`src/rtl/vls_pkg.sv`:
```
// Package: shared types for the vertical sharpening filter.
// Assumes nothing beyond SystemVerilog 2017 enums.
package vls_pkg;

    // Fill phase of the filter: waiting for two lines, or producing output.
    typedef enum logic {
        ST_FILL = 1'b0,
        ST_RUN  = 1'b1
    } fill_state_t;

    // Rounding constant offset for a fixed-point shift by FRAC bits.
    function automatic int half_lsb(input int frac);
        return (frac > 0) ? (1 << (frac - 1)) : 0;
    endfunction

endpackage

```
`src/rtl/vls_line_delay.sv`:
```
// Module: vls_line_delay
// Delays a pixel stream by exactly LEN accepted pixels. It uses a circular
// buffer with one pointer: the slot under the pointer holds the pixel written
// LEN advances ago, and the same slot is overwritten when the next advance
// comes. Assumes LEN >= 2. Buffer contents are not reset; the caller must
// ignore dout until LEN pixels have been written.
module vls_line_delay #(
    parameter int W   = 10,
    parameter int LEN = 6
) (
    input  logic         clk,
    input  logic         rst_n,
    input  logic         adv,
    input  logic [W-1:0] din,
    output logic [W-1:0] dout
);
    localparam int PW = (LEN > 1) ? $clog2(LEN) : 1;

    logic [W-1:0]  mem [LEN];
    logic [PW-1:0] ptr;

    // Oldest stored pixel is the one under the pointer.
    assign dout = mem[ptr];

    // Store the incoming pixel over the oldest one on each advance.
    always_ff @(posedge clk) begin
        if (adv) begin
            mem[ptr] <= din;
        end
    end

    // Step the pointer around the buffer on each advance.
    always_ff @(posedge clk) begin
        if (!rst_n) begin
            ptr <= '0;
        end else if (adv) begin
            ptr <= (ptr == PW'(LEN - 1)) ? '0 : ptr + 1'b1;
        end
    end

    // the pointer must stay inside the buffer so the delay is exactly LEN.
    assert_ptr_in_line_R3: assert property (@(posedge clk) disable iff (!rst_n)
        ptr < PW'(LEN))
        else $error("line delay pointer out of range");

endmodule

```
`src/rtl/vls_fill_ctrl.sv`:
```
// Module: vls_fill_ctrl
// Counts accepted pixels after reset. It reports 'primed' once two full
// lines (2*LEN pixels) have entered, so that the taps of both line delays
// hold real data. Once primed, it stays primed until reset.
module vls_fill_ctrl
    import vls_pkg::*;
#(
    parameter int LEN = 6
) (
    input  logic clk,
    input  logic rst_n,
    input  logic adv,
    output logic primed
);
    localparam int FILL_N = 2 * LEN;
    localparam int CW     = $clog2(FILL_N);

    fill_state_t   state;
    logic [CW-1:0] cnt;

    // Advance the fill count and switch to run after the last fill pixel.
    always_ff @(posedge clk) begin
        if (!rst_n) begin
            state <= ST_FILL;
            cnt   <= '0;
        end else if (adv && state == ST_FILL) begin
            if (cnt == CW'(FILL_N - 1)) begin
                state <= ST_RUN;
            end else begin
                cnt <= cnt + 1'b1;
            end
        end
    end

    // Expose the run state to the output stage.
    assign primed = (state == ST_RUN);

    // once running, the filter never drops back into the fill phase.
    assert_run_sticky_R2: assert property (@(posedge clk) disable iff (!rst_n)
        (state == ST_RUN) |=> (state == ST_RUN))
        else $error("fill state left run");

    // the count never moves while no pixel is accepted.
    assert_fill_hold_R2: assert property (@(posedge clk) disable iff (!rst_n)
        !adv |=> ($stable(cnt) && $stable(state)))
        else $error("fill count moved without a pixel");

endmodule

```
`src/rtl/vls_sharpen_alu.sv`:
```
// Module: vls_sharpen_alu
// Computes N + K*(2N - (A+B)), where K is unsigned fixed point with KF
// fraction bits. The product is rounded half-up on the fraction and the sum
// is clamped to 0..2^W-1. The result is registered when 'en' is high and
// held otherwise. Intermediate widths are sized so that no term overflows.
module vls_sharpen_alu
    import vls_pkg::*;
#(
    parameter int W  = 10,
    parameter int KW = 8,
    parameter int KF = 4
) (
    input  logic         clk,
    input  logic         rst_n,
    input  logic         en,
    input  logic [W-1:0] a,
    input  logic [W-1:0] n,
    input  logic [W-1:0] b,
    input  logic [KW-1:0] k,
    output logic [W-1:0] res_q
);
    localparam int DW = W + 3;           // holds 2N - (A+B), signed
    localparam int PW = DW + KW + 1;     // holds the signed product and sums
    localparam logic signed [PW-1:0] HALF = PW'(half_lsb(KF));
    localparam logic signed [PW-1:0] MAXV = PW'((1 << W) - 1);

    logic signed [DW-1:0] twice_n;
    logic signed [DW-1:0] sum_ab;
    logic signed [DW-1:0] diff;
    logic signed [PW-1:0] prod;
    logic signed [PW-1:0] scaled;
    logic signed [PW-1:0] total;
    logic        [W-1:0]  clamped;

    // Form the second difference, scale it, round it and add it to the centre.
    always_comb begin
        twice_n = DW'({n, 1'b0});
        sum_ab  = DW'(a) + DW'(b);
        diff    = twice_n - sum_ab;
        prod    = PW'(diff) * PW'($signed({1'b0, k}));
        scaled  = (prod + HALF) >>> KF;
        total   = scaled + PW'($signed({1'b0, n}));
    end

    // Clamp the corrected value to the pixel range.
    always_comb begin
        if (total[PW-1]) begin
            clamped = '0;
        end else if (total > MAXV) begin
            clamped = '1;
        end else begin
            clamped = total[W-1:0];
        end
    end

    // Register the corrected pixel for each accepted output.
    always_ff @(posedge clk) begin
        if (!rst_n) begin
            res_q <= '0;
        end else if (en) begin
            res_q <= clamped;
        end
    end

    // a zero coefficient passes the centre pixel through unchanged.
    assert_unity_coef_R6: assert property (@(posedge clk) disable iff (!rst_n)
        (en && k == '0) |=> (res_q == $past(n)))
        else $error("zero coefficient altered the centre pixel");

    // a flat column yields the centre value for any coefficient.
    assert_flat_column_R4: assert property (@(posedge clk) disable iff (!rst_n)
        (en && a == n && b == n) |=> (res_q == $past(n)))
        else $error("flat column altered the centre pixel");

endmodule

```
`src/rtl/vls_vertical_sharpen.sv`:
```
// Module: vls_vertical_sharpen (top)
// Vertical-only Laplacian sharpening. Two chained line delays line up the
// lines n+1 (input), n and n-1. The arithmetic stage outputs the corrected
// centre pixel one clock after each accepted input, once two full lines have
// entered. Assumes the coefficient is constant within a frame and that a
// frame starts with reset.
module vls_vertical_sharpen #(
    parameter int PIX_W    = 10,
    parameter int LINE_LEN = 6,
    parameter int K_W      = 8,
    parameter int K_FRAC   = 4
) (
    input  logic             clk,
    input  logic             rst_n,
    input  logic             in_valid,
    input  logic [PIX_W-1:0] in_pix,
    input  logic [K_W-1:0]   coef_k,
    output logic             out_valid,
    output logic [PIX_W-1:0] out_pix
);
    localparam int N_DELAYS = 2;

    logic [PIX_W-1:0] tap [N_DELAYS+1];
    logic             primed;
    logic             take;

    // Tap 0 is the incoming line; each delay produces the next older line.
    assign tap[0] = in_pix;

    // Chain the line delays; all of them advance on accepted pixels only.
    for (genvar g = 0; g < N_DELAYS; g++) begin : g_delay
        vls_line_delay #(
            .W   (PIX_W),
            .LEN (LINE_LEN)
        ) u_delay (
            .clk   (clk),
            .rst_n (rst_n),
            .adv   (in_valid),
            .din   (tap[g]),
            .dout  (tap[g+1])
        );
    end

    vls_fill_ctrl #(
        .LEN (LINE_LEN)
    ) u_fill (
        .clk    (clk),
        .rst_n  (rst_n),
        .adv    (in_valid),
        .primed (primed)
    );

    // An output is produced only for accepted pixels after the fill phase.
    assign take = in_valid && primed;

    vls_sharpen_alu #(
        .W  (PIX_W),
        .KW (K_W),
        .KF (K_FRAC)
    ) u_alu (
        .clk   (clk),
        .rst_n (rst_n),
        .en    (take),
        .a     (tap[2]),
        .n     (tap[1]),
        .b     (tap[0]),
        .k     (coef_k),
        .res_q (out_pix)
    );

    // Register the output strobe alongside the corrected pixel.
    always_ff @(posedge clk) begin
        if (!rst_n) begin
            out_valid <= 1'b0;
        end else begin
            out_valid <= take;
        end
    end

    // an idle input cycle yields no output and leaves the pixel held.
    assert_idle_hold_R7: assert property (@(posedge clk) disable iff (!rst_n)
        !in_valid |=> (!out_valid && $stable(out_pix)))
        else $error("idle cycle disturbed the output");

endmodule

```
`config.mk`:
```
export PLATFORM = sky130hd
export DESIGN_NAME = vls_vertical_sharpen
export DESIGN_NICKNAME = d
export VERILOG_FILES = /design/src/rtl/vls_pkg.sv /design/src/rtl/vls_line_delay.sv /design/src/rtl/vls_fill_ctrl.sv /design/src/rtl/vls_sharpen_alu.sv /design/src/rtl/vls_vertical_sharpen.sv
export SDC_FILE = /design/constraint.sdc
export NUM_CORES = 1
export LEC_CHECK = 0
export ABC_AREA = 1
export BUFFER_PORTS_ARGS = -buffer_cell sky130_fd_sc_hd__buf_2
export CORE_MARGIN = 2
export CORE_UTILIZATION = 40
export DETAILED_ROUTE_END_ITERATION = 12
export GPL_TIMING_DRIVEN = 0
export SLEW_MARGIN = 20
export SYNTH_ARGS = -nofsm -noshare
export SYNTH_HDL_FRONTEND = slang
export SYNTH_SLANG_ARGS = --single-unit
export TNS_END_PERCENT = 100
```
`constraint.sdc`:
```
create_clock -name clk -period 10.3 [get_ports clk]
set_input_delay 0.515 -clock clk [delete_from_list [all_inputs] [get_ports clk]]
set_output_delay 0.515 -clock clk [all_outputs]
set_load 0.02 [all_outputs]
```
==> impl_metrics.json, run 1 <==
{
  "n_antenna_cell": 0,
  "dieHeight_microns": 170.5,
  "hp-start": "in_pix[0]",
  "grt_start_max_net_pins": 17,
  "maxCapViolCount": 0,
  "regToRegEndpoint": "u_alu.res_q[7]",
  "fin_crit_sh_pct": 93.30,
  "critPathTopFamily": "adder cells",
  "die_x_microns": 170.5,
  "skew_ps": 10.97,
  "max_freq_mhz": 104.1,
  "die-area_sq_um": 29070,
  "ys_types": 45,
  "grt-ovfl-total": 0,
  "arrival_ps": 9890,
  "drt.antenna.violating_nets": 0,
  "drive_gt1_share_pct": 11.04,
  "vias_per_cell": 4.939,
  "post-route-util_pct": 45.75,
  "final_common_cell": "nand2_1",
  "mostFrequentLayoutCells": "nand2_1, inv_1, edfxtp_1, nor2_1, fa_1",
  "cp.required_ps": 10580,
  "wl_microns": 25320,
  "synth-edff-count": 120,
  "seq_area_sq_um": 4164,
  "synth_area_leaders": "edfxtp_1, fa_1, nand2_1, inv_1, ha_1",
  "critical_path.slowest_cell": "fa_1",
  "multiInputGateArea_sq_um": 5997,
  "clk_latency_ps": 420,
  "hold_viol": 0,
  "hpwlAfterDp_microns": 20320,
  "grt_pass1_vias": 8534,
  "worst_r2r_path_depth": 45,
  "cts_buffers": 17,
  "rsz0062_at_grt": "no",
  "syn_area_sq_um": 11090,
  "synth-seq-cells": 148,
  "crit_top_cell": "nand2_1",
  "clk_pin_slew_ps": 70,
  "start_util_pct": 40.91,
  "critPathBufInv": 5,
  "crit_fanout": 10,
  "grt_pass1_wl_microns": 42740,
  "synthToLayoutAreaGrowth_pct": 11.84,
  "wire_per_inst_microns": 15.10,
  "core_area_sq_um": 27100,
  "place_congestion": 0.8510,
  "critPathLaunchType": "flop",
  "worstSetupPathType": "flop to flop",
  "hp-class": "primary input to flop",
  "synth_ff_type": "edfxtp_1",
  "io_buffer_count": 30,
  "track_usage_pct": 18.84,
  "async_reset_ff_share_pct": 0,
  "synthesis.nets": 1412,
  "synth_seq_area_share_pct": 37.56,
  "cts_tree": "yes",
  "cts_max_path_buffers": 2,
  "worst_setup_path_end_kind": "flop",
  "outcome": "finished, final reports clean",
  "syn_area_per_cell_sq_um": 8.977,
  "vias": 8277,
  "fillCellCount": 2663,
  "setup_viol_count_final": 0,
  "rows": 60,
  "io_pins": 32,
  "min_period_ps": 9610,
  "synth_top_area_cell": "edfxtp_1",
  "cts-root-buf": "clkbuf_16",
  "min_to": "g_delay[0].u_delay.mem[0][0]",
  "hold_depth": 1,
  "ys_warn_count": 0,
  "syn-instance-count": 1235,
  "drv_slew": 0,
  "cpPeakStageDelay_ps": 570,
  "firstDrtPassIters": 5,
  "drc": 0,
  "num-nets-final": 1468,
  "worst_slew_pin_slew_ps": 1110,
  "drt_iter0_drc": 556,
  "netlist.area_leader.share_pct": 32.50,
  "clock-sinks": 148,
  "antenna_found_initial": 0,
  "htreeDepth": 4,
  "relSlewSlack_pct": 26.03,
  "reg2reg_slack_ps": 690
}
-- area by class of cell --
class | count | area share (%)
buffer | 24 | 0.8981
clock inverter | 11 | 0.7064
multi-input combinational | 829 | 48.37
timing repair buffer | 37 | 1.594
clock buffer | 21 | 3.976
sequential | 148 | 33.58
inverter | 234 | 7.124
tap | 372 | 3.754
-- state kept, by name, summed over array words and instances, names as in the netlist, named ones only --
name and cells:
out_valid 1, u_fill.primed 1, u_alu.res_q 10, g_delay.u_delay.mem 120, g_delay.u_delay.ptr 6, u_fill.cnt 4
-- synthesized netlist by cell type, drive strengths merged, types with 8 or more instances --
cell,number
nand3,38
a21oi,83
clkbuf,15
o21ai,43
edfxtp,120
nor2,110
o22ai,10
nand2,294
nor3,8
a31oi,14
dfxtp,28
inv,231
buf,9
ha,67
a32o,15
xor2,19
fa,89
-- metal layers --
| layer | wire length [microns] | share of wire (%) | global-route usage (%) |
|---|---|---|---|
| met5 | 0 | 0 | 0 |
| met1 | 11530 | 46 | 24.81 |
| met4 | 323 | 1.3 | 4.645 |
| met2 | 12600 | 50 | 33.14 |
| met3 | 857 | 3.4 | 2.140 |
-- cells by family (layout without fill, tap and decap cells) --
group,count (synthesis),count (layout),synth area share [%]
AOI/OAI and AO/OA,178,178,9.412
xor gates and xnor gates,26,26,2.122
adders and majority gates,156,156,23.63
buffers and inverters,258,327,8.915
DFF,148,148,37.56
and+or+nand+nor,469,469,18.36
-- what timing repair did --
item / 4_1_cts / 5_1_grt
setup buffers: 0 / 1
hold buffers: 0 / 0
pin swaps: 0 / 1
gates resized for setup: 1 / 15
endpoints found under the setup margin: 10 / 10
-- how the worst max path moves through the flow --
stage | end | cells past startpoint
5_1_grt | u_alu.res_q[7] | 47
4_1_cts | u_alu.res_q[7] | 54
2_1_floorplan | u_alu.res_q[6] | 48
3_3_place_gp | u_alu.res_q[6] | 48
3_5_place_dp | u_alu.res_q[7] | 54
6_report | u_alu.res_q[7] | 45
-- worst reg2reg max path, delay by kind of cell (launching register included) --
family                     cells  cell delay (ps)
adders and majority gates      8             3580
and+or+nand+nor               21             2220
AOI/OAI and AO/OA              9             1980
xor gates and xnor gates       2              690
buffers and inverters          5              650
DFF                            1              340
-- stage by stage --
| step | setup TNS (ps) | hold slack (ps) | worst slack [ps] | area, sq um | instances |
|---|---|---|---|---|---|
| after global routing | 0 | 358.2 | 4.484 | 12400 | 1676 |
| after detailed placement | -1194 | 454.7 | -166.6 | 11750 | 1642 |
| after CTS | 0 | 339.1 | 152.4 | 12330 | 1674 |
| after global placement | -4184 | 453.9 | -467.4 | 11700 | 1637 |
| final | 0 | 356.7 | 689.8 | 12400 | 1676 |
| after floorplan | 0 | 443.3 | 1407 | 11090 | 1235 |
Power of run 1 is left out: the tool's default activity adds up to more than one toggle a clock period on the data nets, which glitch-free logic cannot reach.
==> run 2: changes to the inputs <==
CORE_ASPECT_RATIO = 0.8   (was default)
==> impl_metrics.json, run 2 (synthesized netlist as in run 1, its figures left out) <==
{
  "outcome": "finished, final reports clean",
  "regToRegEndpoint": "u_alu.res_q[7]",
  "fin_crit_sh_pct": 92.67,
  "synthToLayoutAreaGrowth_pct": 11.83,
  "n_antenna_cell": 0,
  "crit_fanout": 10,
  "grt_pass1_wl_microns": 42280,
  "critPathLaunchType": "flop",
  "cts_tree": "yes",
  "wire_per_inst_microns": 15.30,
  "largest_reg_flops": 120,
  "worst_setup_path_end_kind": "flop",
  "worstSetupPathType": "flop to flop",
  "drc": 0,
  "io_buffer_count": 30,
  "final_common_cell": "nand2_1",
  "min_period_ps": 9545,
  "clock-sinks": 148,
  "rows": 54,
  "maxCapViolCount": 0,
  "worst_slew_pin_slew_ps": 1079,
  "hold_viol": 0,
  "die-area_sq_um": 29070,
  "htreeDepth": 4,
  "antenna_found_initial": 0,
  "core_area_sq_um": 27230,
  "setup_viol_count_final": 0,
  "drive_gt1_share_pct": 11.05,
  "vias_per_cell": 4.933,
  "cp.required_ps": 10580,
  "clk_latency_ps": 420,
  "critical_path.slowest_cell": "fa_1",
  "track_usage_pct": 18.49,
  "min_to": "g_delay[0].u_delay.mem[1][5]",
  "multiInputGateArea_sq_um": 6022,
  "clk_pin_slew_ps": 70,
  "rsz0062_at_grt": "no",
  "largest_register": "g_delay.u_delay.mem",
  "max_freq_mhz": 104.8,
  "drt.antenna.violating_nets": 0,
  "dieHeight_microns": 152.9,
  "cts_max_path_buffers": 2,
  "arrival_ps": 9830,
  "firstDrtPassIters": 5,
  "crit_top_cell": "nand2_1",
  "fin_setup_tns_ps": 0,
  "hp-start": "in_pix[5]",
  "grt-ovfl-total": 0,
  "fillCellCount": 2564,
  "grt_start_max_net_pins": 17,
  "grt_pass1_vias": 8020,
  "instances_no_fill": 1667,
  "cts_buffers": 17,
  "skew_ps": 12.38,
  "dp.cells": 1633,
  "cpPeakStageDelay_ps": 560,
  "ctsHoldBuffers": 0,
  "num-nets-final": 1467,
  "hold_depth": 1,
  "place_congestion": 0.8638,
  "io_pins": 32,
  "cts-root-buf": "clkbuf_16",
  "reg2reg_slack_ps": 750,
  "die_x_microns": 190.1,
  "setup_ws_ps": 754.9,
  "relSlewSlack_pct": 27.40,
  "critPathTopFamily": "adder cells",
  "critPathBufInv": 8,
  "mostFrequentLayoutCells": "nand2_1, inv_1, edfxtp_1, nor2_1, fa_1",
  "vias": 8224,
  "largest_registers": "g_delay.u_delay.mem: 120 flops, u_alu.res_q: 10 flops, g_delay.u_delay.ptr: 6 flops",
  "start_util_pct": 40.72,
  "drv_slew": 0,
  "post-place-ws_ps": 26.91,
  "hpwlAfterDp_microns": 20480,
  "hp-class": "primary input to flop",
  "worst_r2r_path_depth": 51,
  "seq_area_sq_um": 4164,
  "wl_microns": 25500,
  "drt_iter0_drc": 555
}
==> run 2: cell types whose count changed in the layout (fill, tap and decap cells not counted), sizes merged <==
cell,change
buf,-2
bufinv,+1
clkinvlp,+1
inv,+5
clkinv,-4
clkbuf,-2
==> run 2: final cells by class <==
type                    instances  share of cell area [%]
multi-input cells             829                   48.57
repair buffers                 37                   1.635
flip-flops and latches        148                   33.59
clock inverters                14                   1.120
plain buffers                  23                  0.8275
inverters                     234                   7.125
clock buffers                  18                   3.462
well taps                     364                   3.673
==> run 2: worst max-delay path by stage <==
stage	cells after the start	to	slack (ps)	start
6_report	51	u_alu.res_q[7]	750	flop
5_1_grt	47	u_alu.res_q[7]	10	flop
4_1_cts	54	u_alu.res_q[8]	260	flop
3_5_place_dp	54	u_alu.res_q[8]	30	flop
3_3_place_gp	48	u_alu.res_q[8]	-570	flop
2_1_floorplan	48	u_alu.res_q[6]	1410	flop
==> run 2: metal layers <==
layer	track usage [%]	vias up	wire, microns
li1	-	4096	-
met1	29.14	3929	13150
met2	27.04	181	11000
met3	2.893	18	1165
met4	3.101	0	178
met5	0	-	0
==> run 2: worst register-to-register path: cells and delay by family, from the launching register on <==
family                   cells  cell delay [ps]
AO/OA/AOI/OAI               13             2190
XOR/XNOR                     1               90
adder cells (fa/ha/maj)      8             3460
buffers and inverters        8              860
flip-flops                   1              320
AND/OR/NAND/NOR             21             2480
==> run 2: what timing repair did <==
item                                    4_1_cts  5_1_grt
endpoints found under the setup margin        2       10
buffers inserted                              0        1
gates resized for setup                       1       16
pin swaps                                     0        1
==> run 2: per-stage QoR <==
stage	util [%]	hold WS (ps)	cell area (sq um)
floorplan	-	443.3	11090
global placement	42.94	453.2	11690
detailed placement	43.12	458.4	11740
CTS	45.22	363.4	12310
global route	45.53	372.4	12400
finish	45.53	363.8	12400
Power of run 2 is left out for the same reason.
==> run 3: changes to the inputs <==
CORE_UTILIZATION = 54   (was 40)
PLACE_DENSITY = 0.71   (was default)
SLEW_MARGIN = default   (was 20)
==> impl_metrics.json, run 3 (synthesized netlist as in run 1, its figures left out) <==
{
  "clk_pin_slew_ps": 60,
  "setup_viol_count_final": 0,
  "grt_pass1_wl_microns": 43180,
  "clock-sinks": 148,
  "fin_area_sq_um": 12310,
  "worst_setup_path_end_kind": "flop",
  "grt_start_max_net_pins": 17,
  "crit_top_cell": "nand2_1",
  "worst_slew_pin_slew_ps": 1112,
  "cp.required_ps": 10580,
  "die-area_sq_um": 21700,
  "die_x_microns": 164.2,
  "final_common_cell": "nand2_1",
  "min_period_ps": 9733,
  "htreeDepth": 4,
  "rows": 46,
  "n_antenna_cell": 0,
  "ctsHoldBuffers": 0,
  "worstSetupPathType": "flop to flop",
  "fin_setup_tns_ps": 0,
  "fillCellCount": 1695,
  "skew_ps": 10.18,
  "drive_gt1_share_pct": 11.12,
  "place_area_sq_um": 11610,
  "hp-class": "primary input to flop",
  "clk_latency_ps": 420,
  "io_buffer_count": 30,
  "vias_per_cell": 5.393,
  "firstDrtPassIters": 5,
  "max_freq_mhz": 102.7,
  "worst_r2r_path_depth": 42,
  "start_util_pct": 55.51,
  "hold_viol": 0,
  "antenna_found_initial": 0,
  "place_congestion": 0.8896,
  "arrival_ps": 10020,
  "hold_depth": 1,
  "num-nets-final": 1468,
  "cts_tree": "yes",
  "grt-ovfl-total": 0,
  "drt_iter0_drc": 736,
  "cts_max_path_buffers": 2,
  "min_to": "g_delay[0].u_delay.mem[0][8]",
  "wl_microns": 26600,
  "reg2reg_slack_ps": 570,
  "critical_path.slowest_cell": "o21ai_1",
  "crit_fanout": 10,
  "fin_crit_sh_pct": 94.49,
  "cpPeakStageDelay_ps": 690,
  "drc": 0,
  "critPathLaunchType": "flop",
  "grt_pass1_vias": 8381,
  "core_area_sq_um": 19970,
  "wire_per_inst_microns": 16.96,
  "regToRegEndpoint": "u_alu.res_q[7]",
  "cts-root-buf": "clkbuf_16",
  "drt.antenna.violating_nets": 0,
  "maxCapViolCount": 0,
  "mostFrequentLayoutCells": "nand2_1, inv_1, edfxtp_1, nor2_1, fa_1",
  "vias": 8456,
  "relSlewSlack_pct": 25.87,
  "io_pins": 32,
  "outcome": "finished, final reports clean",
  "synthToLayoutAreaGrowth_pct": 11.00,
  "drv_slew": 0,
  "largest_registers": "g_delay.u_delay.mem: 120 flops, u_alu.res_q: 10 flops, g_delay.u_delay.ptr: 6 flops",
  "hpwlAfterDp_microns": 20900,
  "cts_buffers": 17,
  "largest_register": "g_delay.u_delay.mem",
  "track_usage_pct": 25.78,
  "dieHeight_microns": 132.2,
  "hp-start": "in_pix[8]",
  "largest_reg_flops": 120
}
==> run 3: per-layer routing <==
layer | global-route usage (%) | part of all wire [%] | up-vias
li1 | - | - | 4096
met1 | 40.71 | 48 | 4047
met2 | 37.63 | 43 | 287
met3 | 3.995 | 7.5 | 26
met4 | 5.214 | 1.0 | 0
met5 | 0 | 0 | -
==> run 3: final cells by class <==
class / instances / area [sq um] / area share [%]
buffer: 24 / 110.1 / 0.8947
clock buffer: 18 / 429.2 / 3.487
clock inverter: 14 / 177.7 / 1.444
inverter: 234 / 883.3 / 7.178
multi-input combinational: 829 / 6010 / 48.83
sequential: 148 / 4164 / 33.83
tap: 264 / 330.3 / 2.684
timing repair buffer: 37 / 202.7 / 1.647
==> run 3: worst max-delay path by stage <==
stage	cells after the start	start	to	slack (ps)
floorplan	48	flop	u_alu.res_q[6]	1410
global placement	48	flop	u_alu.res_q[7]	-270
detailed placement	48	flop	u_alu.res_q[7]	-380
CTS	48	flop	u_alu.res_q[7]	7
global route	42	flop	u_alu.res_q[5]	-10
finish	42	flop	u_alu.res_q[7]	570
==> run 3: critical path: cells and delay by family (launching register included) <==
| kind | cells | cell delay, ps |
|---|---|---|
| AO/OA/AOI/OAI | 8 | 2500 |
| XOR/XNOR | 2 | 510 |
| adder cells (fa/ha/maj) | 8 | 3700 |
| buffers and inverters | 6 | 700 |
| flip-flops | 1 | 380 |
| AND/OR/NAND/NOR | 18 | 1780 |
==> run 3: metrics by stage <==
| stage | std cells | util [%] | hold WS [ps] | worst slack (ps) |
|---|---|---|---|---|
| after floorplan | 1235 | - | 443.3 | 1407 |
| after global routing | 1568 | 61.62 | 384.1 | -9.614 |
| after global placement | 1529 | 57.92 | 453.9 | -268.4 |
| final | 1568 | 61.62 | 384.2 | 567.4 |
| after CTS | 1564 | 61.16 | 376.9 | 7.301 |
| after detailed placement | 1532 | 58.13 | 455.2 | -380.1 |
==> run 3: repair_timing <==
item,in CTS,in global routing
setup buffers,0,4
endpoints found under the setup margin,10,10
pin swaps,0,2
resized for setup,2,22
gates cloned,0,0
Power of run 3 is left out for the same reason.
